--- config.mk ---
export PLATFORM = sky130hd
export DESIGN_NAME = pll_lock_supervisor
export DESIGN_NICKNAME = d
export VERILOG_FILES = /design/src/rtl/pll_sup_pkg.sv /design/src/rtl/pll_sup_dp.sv /design/src/rtl/pll_sup_ctrl.sv /design/src/rtl/pll_lock_supervisor.sv
export SDC_FILE = /design/constraint.sdc
export NUM_CORES = 1
export LEC_CHECK = 0
export ABC_AREA = 1
export BUFFER_PORTS_ARGS = -buffer_cell sky130_fd_sc_hd__buf_2
export CAP_MARGIN = 20
export CORE_ASPECT_RATIO = 1.25
export CORE_UTILIZATION = 52
export CTS_BUF_LIST = sky130_fd_sc_hd__clkbuf_16
export DETAILED_ROUTE_END_ITERATION = 6
export PLACE_DENSITY = 0.84
export SKIP_CTS_REPAIR_TIMING = 1
export SYNTH_ARGS = -nofsm -noshare
export SYNTH_HDL_FRONTEND = slang
export SYNTH_SLANG_ARGS = --single-unit
--- constraint.sdc ---
create_clock -name clk -period 2.8 [get_ports clk]
set_input_delay 0.84 -clock clk [delete_from_list [all_inputs] [get_ports clk]]
set_output_delay 0.84 -clock clk [all_outputs]
set_load 0.01 [all_outputs]
--- src/rtl/pll_sup_pkg.sv ---
package pll_sup_pkg;
  localparam int REG_W = 8;
  localparam int B_ON = 0;
  localparam int B_AUTO = 1;
  localparam int B_ACQ = 2;
  localparam int B_IEN = 3;
  localparam int B_CSEL = 4;
  localparam int B_ACK = 5;
  localparam int B_LOCK = 5;
  localparam int B_SEQ = 6;
  localparam int B_NOISE = 7;

  typedef struct packed {
    logic clear;
    logic hwRun;
    logic acqLoad;
    logic acqVal;
  } dpStrobe_t;
endpackage

--- src/rtl/pll_sup_dp.sv ---
module pll_sup_dp
  import pll_sup_pkg::*;
#(
  parameter int ERR_W = 12
) (
  input  logic             clk,
  input  logic             rst,
  input  dpStrobe_t        strb,
  input  logic [ERR_W-1:0] errMag,
  input  logic [ERR_W-1:0] trackThr,
  input  logic [ERR_W-1:0] untrackThr,
  input  logic [ERR_W-1:0] lockThr,
  input  logic [ERR_W-1:0] unlockThr,
  output logic             acq,
  output logic             lock,
  output logic             lockChange
);
  localparam int N_WIN = 2;
  localparam int W_ACQ = 0;
  localparam int W_LOCK = 1;

  logic [ERR_W-1:0] enterThr [N_WIN];
  logic [ERR_W-1:0] exitThr  [N_WIN];
  logic [N_WIN-1:0] flagQ;
  logic [N_WIN-1:0] flagNext;

  assign enterThr[W_ACQ]  = trackThr;
  assign exitThr[W_ACQ]   = untrackThr;
  assign enterThr[W_LOCK] = lockThr;
  assign exitThr[W_LOCK]  = unlockThr;

  for (genvar w = 0; w < N_WIN; w++) begin : g_win
    always_comb begin
      if (errMag <= enterThr[w])     flagNext[w] = 1'b1;
      else if (errMag > exitThr[w])  flagNext[w] = 1'b0;
      else                           flagNext[w] = flagQ[w];
    end
  end

  always_ff @(posedge clk) begin
    if (rst) begin
      flagQ <= '0;
    end else if (strb.clear) begin
      flagQ <= '0;
    end else if (strb.hwRun) begin
      flagQ <= flagNext;
    end else begin
      flagQ[W_LOCK] <= 1'b0;
      if (strb.acqLoad) flagQ[W_ACQ] <= strb.acqVal;
    end
  end

  assign acq        = flagQ[W_ACQ];
  assign lock       = flagQ[W_LOCK];
  assign lockChange = strb.hwRun && (flagNext[W_LOCK] != flagQ[W_LOCK]);
endmodule

--- src/rtl/pll_sup_ctrl.sv ---
module pll_sup_ctrl
  import pll_sup_pkg::*;
(
  input  logic             clk,
  input  logic             rst,
  input  logic             wrEn,
  input  logic [REG_W-1:0] wrData,
  input  logic             acq,
  input  logic             lock,
  input  logic             lockChange,
  output dpStrobe_t        strb,
  output logic [REG_W-1:0] rdData,
  output logic             irqReq
);
  logic pllOn, autoMode, irqEn, clkSel;
  logic irqPend, seqErr, noiseErr;

  always_comb begin
    strb.clear   = !pllOn;
    strb.hwRun   = pllOn && autoMode;
    strb.acqLoad = wrEn && pllOn && !autoMode;
    strb.acqVal  = wrData[B_ACQ];
  end

  always_ff @(posedge clk) begin
    if (rst) begin
      pllOn    <= 1'b0;
      autoMode <= 1'b0;
      irqEn    <= 1'b0;
      clkSel   <= 1'b0;
    end else if (wrEn) begin
      pllOn    <= wrData[B_ON];
      autoMode <= wrData[B_AUTO];
      irqEn    <= wrData[B_IEN];
      clkSel   <= wrData[B_CSEL];
    end
  end

  always_ff @(posedge clk) begin
    if (rst) begin
      irqPend <= 1'b0;
    end else if (!(pllOn && autoMode)) begin
      irqPend <= 1'b0;
    end else if (lockChange && irqEn) begin
      irqPend <= 1'b1;
    end else if (wrEn && wrData[B_ACK]) begin
      irqPend <= 1'b0;
    end
  end

  always_ff @(posedge clk) begin
    if (rst) begin
      seqErr   <= 1'b0;
      noiseErr <= 1'b0;
    end else begin
      if (wrEn && !autoMode && !pllOn && wrData[B_ON] && wrData[B_ACQ])
        seqErr <= 1'b1;
      if (autoMode && clkSel && !lock)
        noiseErr <= 1'b1;
    end
  end

  always_comb begin
    rdData          = '0;
    rdData[B_ON]    = pllOn;
    rdData[B_AUTO]  = autoMode;
    rdData[B_ACQ]   = acq;
    rdData[B_IEN]   = irqEn;
    rdData[B_CSEL]  = clkSel;
    rdData[B_LOCK]  = lock;
    rdData[B_SEQ]   = seqErr;
    rdData[B_NOISE] = noiseErr;
  end

  assign irqReq = irqPend;
endmodule

--- src/rtl/pll_lock_supervisor.sv ---
module pll_lock_supervisor
  import pll_sup_pkg::*;
#(
  parameter int ERR_W = 12
) (
  input  logic             clk,
  input  logic             rst,
  input  logic [ERR_W-1:0] errMag,
  input  logic [ERR_W-1:0] trackThr,
  input  logic [ERR_W-1:0] untrackThr,
  input  logic [ERR_W-1:0] lockThr,
  input  logic [ERR_W-1:0] unlockThr,
  input  logic             wrEn,
  input  logic [7:0]       wrData,
  output logic [7:0]       rdData,
  output logic             irqReq
);
  dpStrobe_t strb;
  logic acq, lock, lockChange;

  pll_sup_ctrl u_ctrl (
    .clk(clk), .rst(rst), .wrEn(wrEn), .wrData(wrData),
    .acq(acq), .lock(lock), .lockChange(lockChange),
    .strb(strb), .rdData(rdData), .irqReq(irqReq)
  );

  pll_sup_dp #(.ERR_W(ERR_W)) u_dp (
    .clk(clk), .rst(rst), .strb(strb), .errMag(errMag),
    .trackThr(trackThr), .untrackThr(untrackThr),
    .lockThr(lockThr), .unlockThr(unlockThr),
    .acq(acq), .lock(lock), .lockChange(lockChange)
  );
endmodule

Word-level counts from Yosys, hierarchy flattened

Index checks and enable logic that the tools add are counted.
Widths: inputs -> output; s select.

Logic and storage cells: 46
Bits in registers: 9
Input port bits: 71
Output and inout bits: 9

Magnitude comparators: 4
Eq/ne operators: 2
Reductions and logical operators: 21
Bitwise operators: 2
Muxes and demuxes: 8

Operator list:

| cell               | number |
|---|---|
| $gt 12x12->1       | 2 |
| $le 12x12->1       | 2 |
| $logic_and 1x1->1  | 12 |
| $mux 1             | 8 |
| $reduce_bool 2->1  | 2 |
| $reduce_or 2->1    | 2 |
| $logic_not 1->1    | 3 |
| $ne 3x3->1 const B | 1 |
| $reduce_or 3->1    | 1 |
| $not 1->1          | 2 |
| $reduce_and 2->1   | 1 |
| $ne 1x1->1         | 1 |

Depth between registers and ports, before layout

Gate-level depths: netlist of run 1.

Word-level depth: 7
Mapped depth: 14
Gate-level depth less buffers: 14

Modules after synthesis

From an unflattened synthesis of run 1, not the netlist that was laid out.

Cells, all modules: 281
Area, all modules: 1,795.5 µm²

Modules (own cells, without submodules):

| module       | area each (µm²) | cells each | times used | seq. area each (µm²) |
|---|---|---|---|---|
| pll_sup_dp   | 1,448.9         | 233        | 1          | 40.0 |
| pll_sup_ctrl | 346.6           | 48         | 1          | 140.1 |

Worst setup path after synthesis of run 1

Ideal clock, no wire load.

Kind: input-to-reg
Start: input port lockThr[11]
End: register u_ctrl.irqPend, in the netlist u_ctrl.irqReq
Path buffers: 0
Path slack: 873 ps
Stages on the path: 11
Arrival: 1,814 ps
Required time: 2,686 ps
Cell sequence: inv_1 > ha_1 > a21o_1 > nor2_1 > nand2_1 > nor2_1 > nor2_2 > nand2_1 > nand2_1 > nand2_1 > a21oi_2

Longest elaborated chain between the ends: 6
Elaborated cells on any way between the ends: 7
Those cells by class: order compare (1); eq/ne (1); mux (2); reduce/logical (3)

RTL lines:

| item                                        | RTL line                  | text |
|---|---|---|
| start: declaration                          | pll_lock_supervisor.sv:11 | `input logic [ERR_W-1:0] lockThr,` |
| $le 12x12->1 (*)                            | pll_sup_dp.sv:34          | `if (errMag <= enterThr[w]) flagNext[w] = 1'b1;` |
| $mux 1 (*)                                  | pll_sup_dp.sv:34          |  |
| $ne 1x1->1 (*)                              | pll_sup_dp.sv:55          | `assign lockChange = strb.hwRun && (flagNext[W_LOCK] != flagQ[W_LOCK]);` |
| $logic_and 1x1->1 (*)                       | pll_sup_dp.sv:55          |  |
| $logic_and 1x1->1 (*)                       | pll_sup_ctrl.sv:44        | `end else if (lockChange && irqEn) begin` |
| $mux 1 or $reduce_bool 2->1 (tied branches) | -                         |  |
| end signal: assignment                      | pll_sup_ctrl.sv:43        | `irqPend <= 1'b0;` |
| end signal: assignment                      | pll_sup_ctrl.sv:45        | `irqPend <= 1'b1;` |
| end signal: assignment                      | pll_sup_ctrl.sv:47        | `irqPend <= 1'b0;` |
| end: declaration                            | pll_sup_ctrl.sv:16        | `logic irqPend, seqErr, noiseErr;` |

Every way passes the cells marked *; elsewhere a longest branch is shown, timed or not.
A chain may end at the register's enable or synchronous reset.

Worst setup path after layout of run 1

Start: input port errMag[11]
End: register u_dp.flagQ[0]

Longest elaborated chain between the ends: 3
Elaborated cells on any way between the ends: 6
Those cells by class: order compare (2); eq/ne (1); mux (2); reduce/logical (1)

RTL lines:

| item                                                        | RTL line                           | text |
|---|---|---|
| start: declaration                                          | pll_lock_supervisor.sv:8           | `input logic [ERR_W-1:0] errMag,` |
| $gt 12x12->1 or $le 12x12->1 (tied branches)                | pll_sup_dp.sv:35, pll_sup_dp.sv:34 |  |
| $ne 3x3->1 (no source line) or $mux 1 (tied branches)       | -                                  |  |
| $reduce_and 2->1 (no source line) or $mux 1 (tied branches) | -                                  |  |
| end signal: assignment                                      | pll_sup_dp.sv:46                   | `flagQ <= flagNext;` |
| end signal: indexed assignment                              | pll_sup_dp.sv:49                   | `if (strb.acqLoad) flagQ[W_ACQ] <= strb.acqVal;` |
| end: declaration                                            | pll_sup_dp.sv:24                   | `logic [N_WIN-1:0] flagQ;` |

Parallel ways exist; a longest one is shown, timed or not.

==> results of run 1 <==
[cells in the mapped netlist]
| cell type | count | area, µm² |
|---|---|---|
| a21oi_1 | 20 | 100.1 |
| o21a_1 | 2 | 15.01 |
| nor2_4 | 2 | 22.52 |
| buf_4 | 8 | 60.06 |
| nand3_1 | 7 | 35.03 |
| o21bai_1 | 1 | 7.510 |
| nand4_1 | 2 | 12.51 |
| a31oi_1 | 1 | 6.260 |
| a21o_1 | 2 | 15.01 |
| nor2_2 | 2 | 12.51 |
| nand2_1 | 66 | 247.7 |
| a21oi_2 | 4 | 35.03 |
| inv_2 | 1 | 3.750 |
| inv_1 | 73 | 274.0 |
| dfxtp_1 | 9 | 180.2 |
| ha_1 | 48 | 600.6 |
| nand2_2 | 4 | 25.02 |
| nor2_1 | 24 | 90.09 |
| o21ai_0 | 8 | 40.04 |
[cell usage in the layout (no fill, tap or decap), drive strengths merged, types with 2 or more instances in the layout]
cell type and instances:
o21ai 8, inv 75, nand2 70, a21o 2, o21a 2, ha 48, dfxtp 9, buf 77
nand4 2, clkbuf 3, nand3 7, a21oi 24, nor2 28
[routing by layer]
metal  GRT usage (%)  part of all wire, %  vias to the layer above
met5               0                    0                        -
met3           2.027                  4.5                        4
met4           5.449                 0.70                        0
met1           20.38                   42                      789
met2           45.12                   53                       49
li1                -                    -                     1022
[worst register-to-register path, cell delays in order (launching register included)]
cell,delay (ns)
dfxtp_1,0.40
nand2_1,0.14
nor2_1,0.13
nand2_1,0.07
inv_1,0.06
nand2_1,0.06
a21oi_2,0.11
[metrics by stage]
step	util (%)	cells	cell area (µm²)
after global routing	68.68	394	2233
after global placement	66.26	390	2155
after CTS	68.68	394	2233
final	68.68	394	2233
after detailed placement	66.26	390	2155
after floorplan	-	284	1783
[cell families after synthesis]
family                     after synthesis  synth area share, %
AOI/OAI and AO/OA                       38                12.28
and+or+nand+nor                        107                24.98
DFF                                      9                10.11
adders and majority gates               48                33.68
buffers and inverters                   82                18.95
[sequential cells by signal, summed over array words and instances (netlist names)]
name             count
u_dp.flagQ           2
u_ctrl.autoMode      1
u_ctrl.clkSel        1
u_ctrl.irqEn         1
u_ctrl.irqReq        1
u_ctrl.noiseErr      1
u_ctrl.pllOn         1
u_ctrl.seqErr        1
[worst max path at each step]
stage / endpoint / slack (ns) / depth (start not counted)
2_1_floorplan: u_ctrl.irqReq / 0.87 / 11
3_3_place_gp: u_dp.flagQ[0] / 0.60 / 13
3_5_place_dp: u_dp.flagQ[0] / 0.58 / 13
4_1_cts: u_dp.flagQ[0] / 0.81 / 13
5_1_grt: u_dp.flagQ[0] / 0.65 / 12
6_report: u_dp.flagQ[0] / 0.82 / 13
[power groups by stage]
stage / Clock [mW] / Combinational (mW) / Sequential [mW]
floorplan: 0 / 0.167 / 0.140
global placement: 0 / 0.245 / 0.141
detailed placement: 0 / 0.254 / 0.141
CTS: 0.245 / 0.256 / 0.139
global route: 0.253 / 0.296 / 0.140
finish: 0.241 / 0.253 / 0.139
[area by class of cell]
cell class                      count  area share [%]
Clock buffer                        3           3.361
Multi-Input combinational cell    193           56.64
Clock inverter                      1          0.1681
Inverter                           74           12.44
Sequential cell                     9           8.067
Tap cell                           37           2.073
Timing Repair Buffer               77           17.25
==> run metrics, run 1 <==
hold crit path type=reg -> reg; Cell Chain, Critical Path=buf_2 -> ha_1 -> nand2_1 -> nor2_2 -> nand2_1 -> nor2_1 -> nand2_1 -> nand3_1 -> nand2_1 -> nand2_1 -> nand2_1 -> nand2_1 -> a21oi_2; Final GP Congestion=0.7715; Synthesis Warnings=0; sw frac=31.18%; Synth Instances=284; Min Hold Slack=0.4585 ns; Period minus WS final=1.985 ns; CTS Sinks=9; CP arrival=2.10 ns; H-tree depth=1; first-pass iteration count of the detailed router=4; Peak supply drop=0.4340 mV; via count=1864; cell mode on critical path=nand2_1; crit path launch=errMag[11]; share of layout cells above drive strength 1=26.05%; drt total wl=3849 µm; synthesized flop and latch total=9; Die Y=67.47 µm; Slew HR=84.90%; CTS tree=yes; Global Route Usage Sum=21.37%; total power=0.6343 mW; Unique masters post-synth=19; delay of the slowest cell on the worst path=0.30 ns; largest net degree at the start of global routing=8; P_sw=0.1978 mW; Max Clk Rate=503.9 MHz; Clock Skew=0.0006215 ns; Die X-Extent=54.38 µm; number of antenna diodes=0; MaxCap Viol Count=0; Critical Path RT=2.91 ns; combinational power share=40.0%; Reg power frac=22.0%; Mapped Area=1783 µm²; fillers=313; I/O Buffers=77; PnR worst setup slack=0.8153 ns; Clock Tree Root=clkbuf_16; drt drc=0; R2R setup slack=1.78 ns; initial DRC count=25; worst r2r src=u_ctrl.autoMode; Starting Density=54.83%; # setup viols final=0; Num CTS Buffers=3; Crit Path Max Fanout=4; FF-to-FF End=u_ctrl.irqReq; CP max stage cell=ha_1; period utilization=70.88%; sequential area share after synthesis=10.11%; vias in the first global route=1713; Place WS=0.5842 ns; Synth Area per Inst=6.278 µm²; boundary pin count=80; RSZ-0062 raised after global routing=false; gr ovfl total=0; Least-Margin Pin Slew=0.2242 ns; number of hold violations in the final report=0; Mapped Nets=403; Placeable Area=3252 µm²; Setup TNS Final=0 ns; register clock-pin slew on the reported worst setup and hold paths=0.04 ns; Worst setup EP type=flop; CP Buf/Inv Count=1; hold depth=2; Antenna Nets Post-Route=0; global-route wire length before repair=5954 µm; CP top delay family=simple AND/OR/NAND/NOR gates; P&R area growth vs syn=25.26%; CTS max path bufs=2; antenna violations before repair=0; Clock power frac=38.1%; nets=477; outcome=complete, no violations; Power Density=284.0 nW/µm²; startpoint types=primary input; latest clock arrival within the worst-skew pair=0.23 ns; P_leak=1.473 nW; fin. max-slew vios=0; multi-input logic area=1265 µm²; worst reg-to-reg path cell count=6; post-DR wirelength/cell=9.769 µm; critical path class=in -> reg; P_int=0.4365 mW; post-detail-place hpwl=3357 µm; Placement Rows=23; DIE AREA=3668 µm²; WHS Endpoint=u_ctrl.seqErr; hold_sp=u_ctrl.seqErr; vias per std cell=4.731; FF/Latch Area=180.2 µm²
Note: power is estimated with default switching activity, not from simulation.
==> inputs of run 2 (changes only) <==
--- a/config.mk
+++ b/config.mk
@@ -9,10 +9,10 @@
 export BUFFER_PORTS_ARGS = -buffer_cell sky130_fd_sc_hd__buf_2
 export CAP_MARGIN = 20
 export CORE_ASPECT_RATIO = 1.25
-export CORE_UTILIZATION = 52
+export CORE_UTILIZATION = 48
 export CTS_BUF_LIST = sky130_fd_sc_hd__clkbuf_16
 export DETAILED_ROUTE_END_ITERATION = 6
-export PLACE_DENSITY = 0.84
+export PLACE_DENSITY = 0.78
 export SKIP_CTS_REPAIR_TIMING = 1
 export SYNTH_ARGS = -nofsm -noshare
 export SYNTH_HDL_FRONTEND = slang
==> constraint.sdc (replaced) <==
create_clock -name clk -period 2 [get_ports clk]
set_input_delay 0.6 -clock clk [delete_from_list [all_inputs] [get_ports clk]]
set_output_delay 0.6 -clock clk [all_outputs]
set_load 0.01 [all_outputs]
==> run 2 against run 1 <==
  * Combinational power grew 40%
  * Cell count grew 0.51%
  * Critical path depth is the same
  * Count of clock-buffer cells in the layout is the same
  * Clock skew is essentially flat
  * Hold slack lost 0.0051 ns
  * Sequential share of layout area is essentially flat
  * Non-clock buffer count is the same
  * Register-to-register slack lost 0.76 ns
  * Die area grew 8.0%
  * Worst setup slack lost 0.53 ns
  * Core utilization shrank 5.0 points
==> run metrics, run 2 (synthesized netlist as in run 1, its figures left out) <==
largest net degree at the start of global routing=8; number of hold violations in the final report=0; Cell Chain, Critical Path=buf_2 -> ha_1 -> nand2_1 -> nor2_2 -> nand2_1 -> nor2_1 -> nand2_1 -> nand3_1 -> nand2_1 -> nand2_1 -> nand2_1 -> nand2_1 -> a21oi_2; RSZ-0062 raised after global routing=false; commonest non-fill, non-tap cell in the layout=buf_2; drt drc=0; gr ovfl total=0; boundary pin count=80; critical path class=in -> reg; antenna violations before repair=0; initial DRC count=43; Max Clk Rate=583.7 MHz; Period minus WS final=1.713 ns; Placement Rows=24; Peak supply drop=0.5984 mV; most frequent cells in the layout=buf_2 (77), inv_1 (74), nand2_1 (66), ha_1 (48), nor2_1 (24); Num CTS Buffers=3; Place WS=0.02366 ns; Crit Path Max Fanout=4; Slew HR=83.72%; delay of the slowest cell on the worst path=0.29 ns; Power Density=397.3 nW/µm²; P_int=0.6109 mW; final cell count without fillers=396; Critical Path RT=2.11 ns; CTS Sinks=9; P_leak=1.473 nW; Setup TNS Final=0 ns; Least-Margin Pin Slew=0.2416 ns; total power=0.8883 mW; first-pass iteration count of the detailed router=4; number of antenna diodes=0; # setup viols final=0; Top reg by flops=u_dp.flagQ; combinational power share=39.7%; Reg power frac=21.9%; Clock Skew=0.0007044 ns; share of layout cells above drive strength 1=26.05%; period utilization=85.66%; CP Buf/Inv Count=1; CTS max path bufs=2; P_sw=0.2774 mW; hold crit path type=reg -> reg; cell total after placement=392; H-tree depth=1; via count=1883; fin. max-slew vios=0; Placeable Area=3513 µm²; Final GP Congestion=0.8354; FF-to-FF End=u_dp.flagQ[0]; outcome=complete, no violations; CP top delay family=simple AND/OR/NAND/NOR gates; vias in the first global route=1781; post-DR wirelength/cell=9.407 µm; Clock power frac=38.3%; MaxCap Viol Count=0; Worst setup EP type=flop; Antenna Nets Post-Route=0; hold depth=2; worst r2r src=u_ctrl.autoMode; nets=477; P&R area growth vs syn=25.40%; WHS Endpoint=u_ctrl.noiseErr; hold_sp=u_ctrl.noiseErr; I/O Buffers=77; sw frac=31.22%; CTS tree=yes; R2R setup slack=1.02 ns; startpoint types=primary input; Starting Density=50.75%; Global Route Usage Sum=19.93%; Die Y=70.14 µm; cell mode on critical path=nand2_1; PnR worst setup slack=0.2867 ns; Clock Tree Root=clkbuf_16; drt total wl=3725 µm; CP arrival=1.83 ns; post-detail-place hpwl=3269 µm; DIE AREA=3964 µm²; global-route wire length before repair=6596 µm; register clock-pin slew on the reported worst setup and hold paths=0.04 ns; max reg flops=2; latest clock arrival within the worst-skew pair=0.23 ns; worst reg-to-reg path cell count=4; Die X-Extent=56.51 µm; vias per std cell=4.755; CP max stage cell=ha_1
-- run 2: cell counts in the layout (fill, tap and decap cells not counted) --
Identical to the previous run, type by type.
-- run 2: through the flow --
stage | utilization [%] | area, µm² | hold slack, ns
detailed placement | 61.40 | 2157 | 0.4350
floorplan | - | 1783 | 0.4244
global placement | 61.40 | 2157 | 0.4331
finish | 63.64 | 2236 | 0.4534
global route | 63.64 | 2236 | 0.5022
CTS | 63.64 | 2236 | 0.4597
-- run 2: area by class of cell --
cell class	instances	area [µm²]
Clock buffer	3	75.07
Tap cell	39	48.80
Timing Repair Buffer	77	385.4
Fill cell	347	1277
Clock inverter	1	3.754
Multi-Input combinational cell	193	1265
Sequential cell	9	180.2
Inverter	74	277.8
-- run 2: worst max-delay path by stage --
stage | cells after the start | slack, ns | start | endpoint
4_1_cts | 13 | 0.27 | errMag[11] | u_dp.flagQ[0]
3_3_place_gp | 13 | 0.05 | errMag[11] | u_dp.flagQ[0]
6_report | 13 | 0.29 | errMag[11] | u_dp.flagQ[0]
2_1_floorplan | 11 | 0.31 | lockThr[11] | u_ctrl.irqReq
5_1_grt | 11 | 0.10 | errMag[11] | u_ctrl.irqReq
3_5_place_dp | 13 | 0.02 | errMag[11] | u_dp.flagQ[0]
-- run 2: power groups by stage --
| stage | combinational [mW] | clock (mW) | sequential (mW) |
|---|---|---|---|
| after floorplan | 0.234 | 0 | 0.196 |
| after CTS | 0.358 | 0.345 | 0.195 |
| after detailed placement | 0.355 | 0 | 0.197 |
| after global placement | 0.344 | 0 | 0.197 |
| final | 0.353 | 0.341 | 0.195 |
| after global routing | 0.416 | 0.351 | 0.196 |
-- run 2: tightest hold or removal path: stages, from the launching register on --
cell and delay, ns:
dfxtp_1 0.31, a31oi_1 0.04, nor2_1 0.07
-- run 2: per-layer routing --
metal | global-route usage, % | vias up | share of wire, %
li1 | - | 1020 | -
met1 | 22.03 | 806 | 43
met2 | 38.82 | 47 | 51
met3 | 0.9259 | 10 | 3.8
met4 | 7.317 | 0 | 2.0
met5 | 0 | - | 0
==> inputs of run 3 (changes only) <==
--- a/config.mk
+++ b/config.mk
@@ -9,10 +9,9 @@
 export BUFFER_PORTS_ARGS = -buffer_cell sky130_fd_sc_hd__buf_2
 export CAP_MARGIN = 20
 export CORE_ASPECT_RATIO = 1.25
-export CORE_UTILIZATION = 48
-export CTS_BUF_LIST = sky130_fd_sc_hd__clkbuf_16
+export CORE_UTILIZATION = 35
 export DETAILED_ROUTE_END_ITERATION = 6
-export PLACE_DENSITY = 0.78
+export PLACE_DENSITY = 0.59
 export SKIP_CTS_REPAIR_TIMING = 1
 export SYNTH_ARGS = -nofsm -noshare
 export SYNTH_HDL_FRONTEND = slang
==> run 3 against run 2 <==
  * Flip-flop and latch count stayed put
  * Hold slack got worse by 0.012 ns
  * Clock skew is essentially flat
  * Wire length up 7.4%
  * Design area down 0.34%
  * Global-route usage decreased by 4.2 points
  * Critical path depth down 2
  * First-iteration DRC count shrank 35%
  * Sequential share of layout area about the same
  * Critical endpoint is now u_ctrl.irqReq
  * Largest cell class unchanged
==> run metrics, run 3 (synthesized netlist as in run 1, its figures left out) <==
Least-Margin Pin Slew=0.2519 ns; Crit Path Max Fanout=4; critical path class=in -> reg; startpoint types=primary input; nets=477; drt total wl=3999 µm; commonest non-fill, non-tap cell in the layout=buf_2; outcome=complete, no violations; Clock Tree Root=clkbuf_8; Min Hold Slack=0.4409 ns; vias per std cell=4.357; first-pass iteration count of the detailed router=4; post-DR wirelength/cell=9.590 µm; Slew HR=83.21%; Top reg by flops=u_dp.flagQ; post-detail-place hpwl=3668 µm; # setup viols final=0; Global Route Usage Sum=15.68%; CTS max path bufs=2; antenna violations before repair=0; H-tree depth=1; hold crit path type=reg -> reg; gr ovfl total=0; Peak supply drop=0.4155 mV; Setup TNS Final=0 ns; register clock-pin slew on the reported worst setup and hold paths=0.04 ns; Die X-Extent=65.84 µm; latest clock arrival within the worst-skew pair=0.23 ns; Antenna Nets Post-Route=0; I/O Buffers=77; Period minus WS final=1.705 ns; number of antenna diodes=0; via count=1817; MaxCap Viol Count=0; P&R area growth vs syn=24.98%; Die Y=81.80 µm; drt drc=0; CP arrival=1.83 ns; CTS tree=yes; P_leak=1.453 nW; Placeable Area=4800 µm²; max reg flops=2; fin. max-slew vios=0; share of layout cells above drive strength 1=26.05%; largest net degree at the start of global routing=8; Placement Rows=28; vias in the first global route=1714; Final GP Congestion=0.8390; Clock Skew=0.0003925 ns; Clock power frac=27.6%; sw frac=35.65%; P_sw=0.2708 mW; Num CTS Buffers=3; initial DRC count=28; combinational power share=46.7%; RSZ-0062 raised after global routing=false; Max Clk Rate=586.5 MHz; CTS Sinks=9; period utilization=85.25%; Starting Density=37.15%; global-route wire length before repair=6582 µm; final core occ=46.43%; number of hold violations in the final report=0; Worst setup EP type=flop; P_int=0.4887 mW; Power Density=340.8 nW/µm²; boundary pin count=80; Reg power frac=25.6%; DIE AREA=5386 µm²; most frequent cells in the layout=buf_2 (77), inv_1 (73), nand2_1 (66), ha_1 (48), nor2_1 (24); Critical Path RT=2.13 ns
-- run 3: changes by cell type in the layout (fill, tap and decap cells not counted), sizes merged --
cell,previous run,this run
clkbuf,3,4
inv,75,74
-- run 3: area by class of cell --
cell class	instances	area (µm²)
Timing Repair Buffer	77	385.4
Multi-Input combinational cell	193	1265
Fill cell	519	2571
Inverter	74	277.8
Tap cell	60	75.07
Sequential cell	9	180.2
Clock buffer	4	45.04
-- run 3: path summary, 6_finish.rpt --
path | startpoint | endpoint | slack, ns | depth (start not counted)
min reg2reg | u_ctrl.seqErr | u_ctrl.seqErr | 0.44 | 2
max | errMag[11] | u_ctrl.irqReq | 0.29 | 11
min | u_ctrl.seqErr | u_ctrl.seqErr | 0.44 | 2
max reg2reg | u_ctrl.autoMode | u_dp.flagQ[0] | 1.04 | 4
-- run 3: power groups by stage --
stage / Sequential, mW / Combinational, mW / Clock [mW]
6_report: 0.195 / 0.355 / 0.210
5_1_grt: 0.196 / 0.424 / 0.223
4_1_cts: 0.195 / 0.364 / 0.216
3_5_place_dp: 0.198 / 0.362 / 0
3_3_place_gp: 0.198 / 0.354 / 0
2_1_floorplan: 0.196 / 0.234 / 0
-- run 3: per-stage QoR --
| step | area, µm² | total power [mW] | worst slack [ns] | std cells |
|---|---|---|---|---|
| after floorplan | 1783 | 0.4302 | 0.3129 | 284 |
| after global placement | 2183 | 0.5520 | 0.05155 | 413 |
| after detailed placement | 2183 | 0.5594 | 0.03030 | 413 |
| after CTS | 2228 | 0.7743 | 0.2725 | 417 |
| after global routing | 2228 | 0.8421 | 0.08865 | 417 |
| final | 2228 | 0.7595 | 0.2950 | 417 |
-- run 3: routing by layer --
layer	up-vias	wire length (µm)	global-route usage, %
met5	-	0	0
met4	0	41	4.565
met3	5	152	0.4167
met2	45	2068	31.43
met1	751	1736	17.48
li1	1016	-	-
-- run 3: worst max-delay path, cell delays in order --
cell and delay [ns]:
buf_2 0.13, ha_1 0.32, a21o_1 0.19, nor2_1 0.11, nand2_1 0.07, nor2_1 0.14
nor2_1 0.06, nand2_1 0.06, nand2_1 0.04, nand2_1 0.07, a21oi_2 0.05
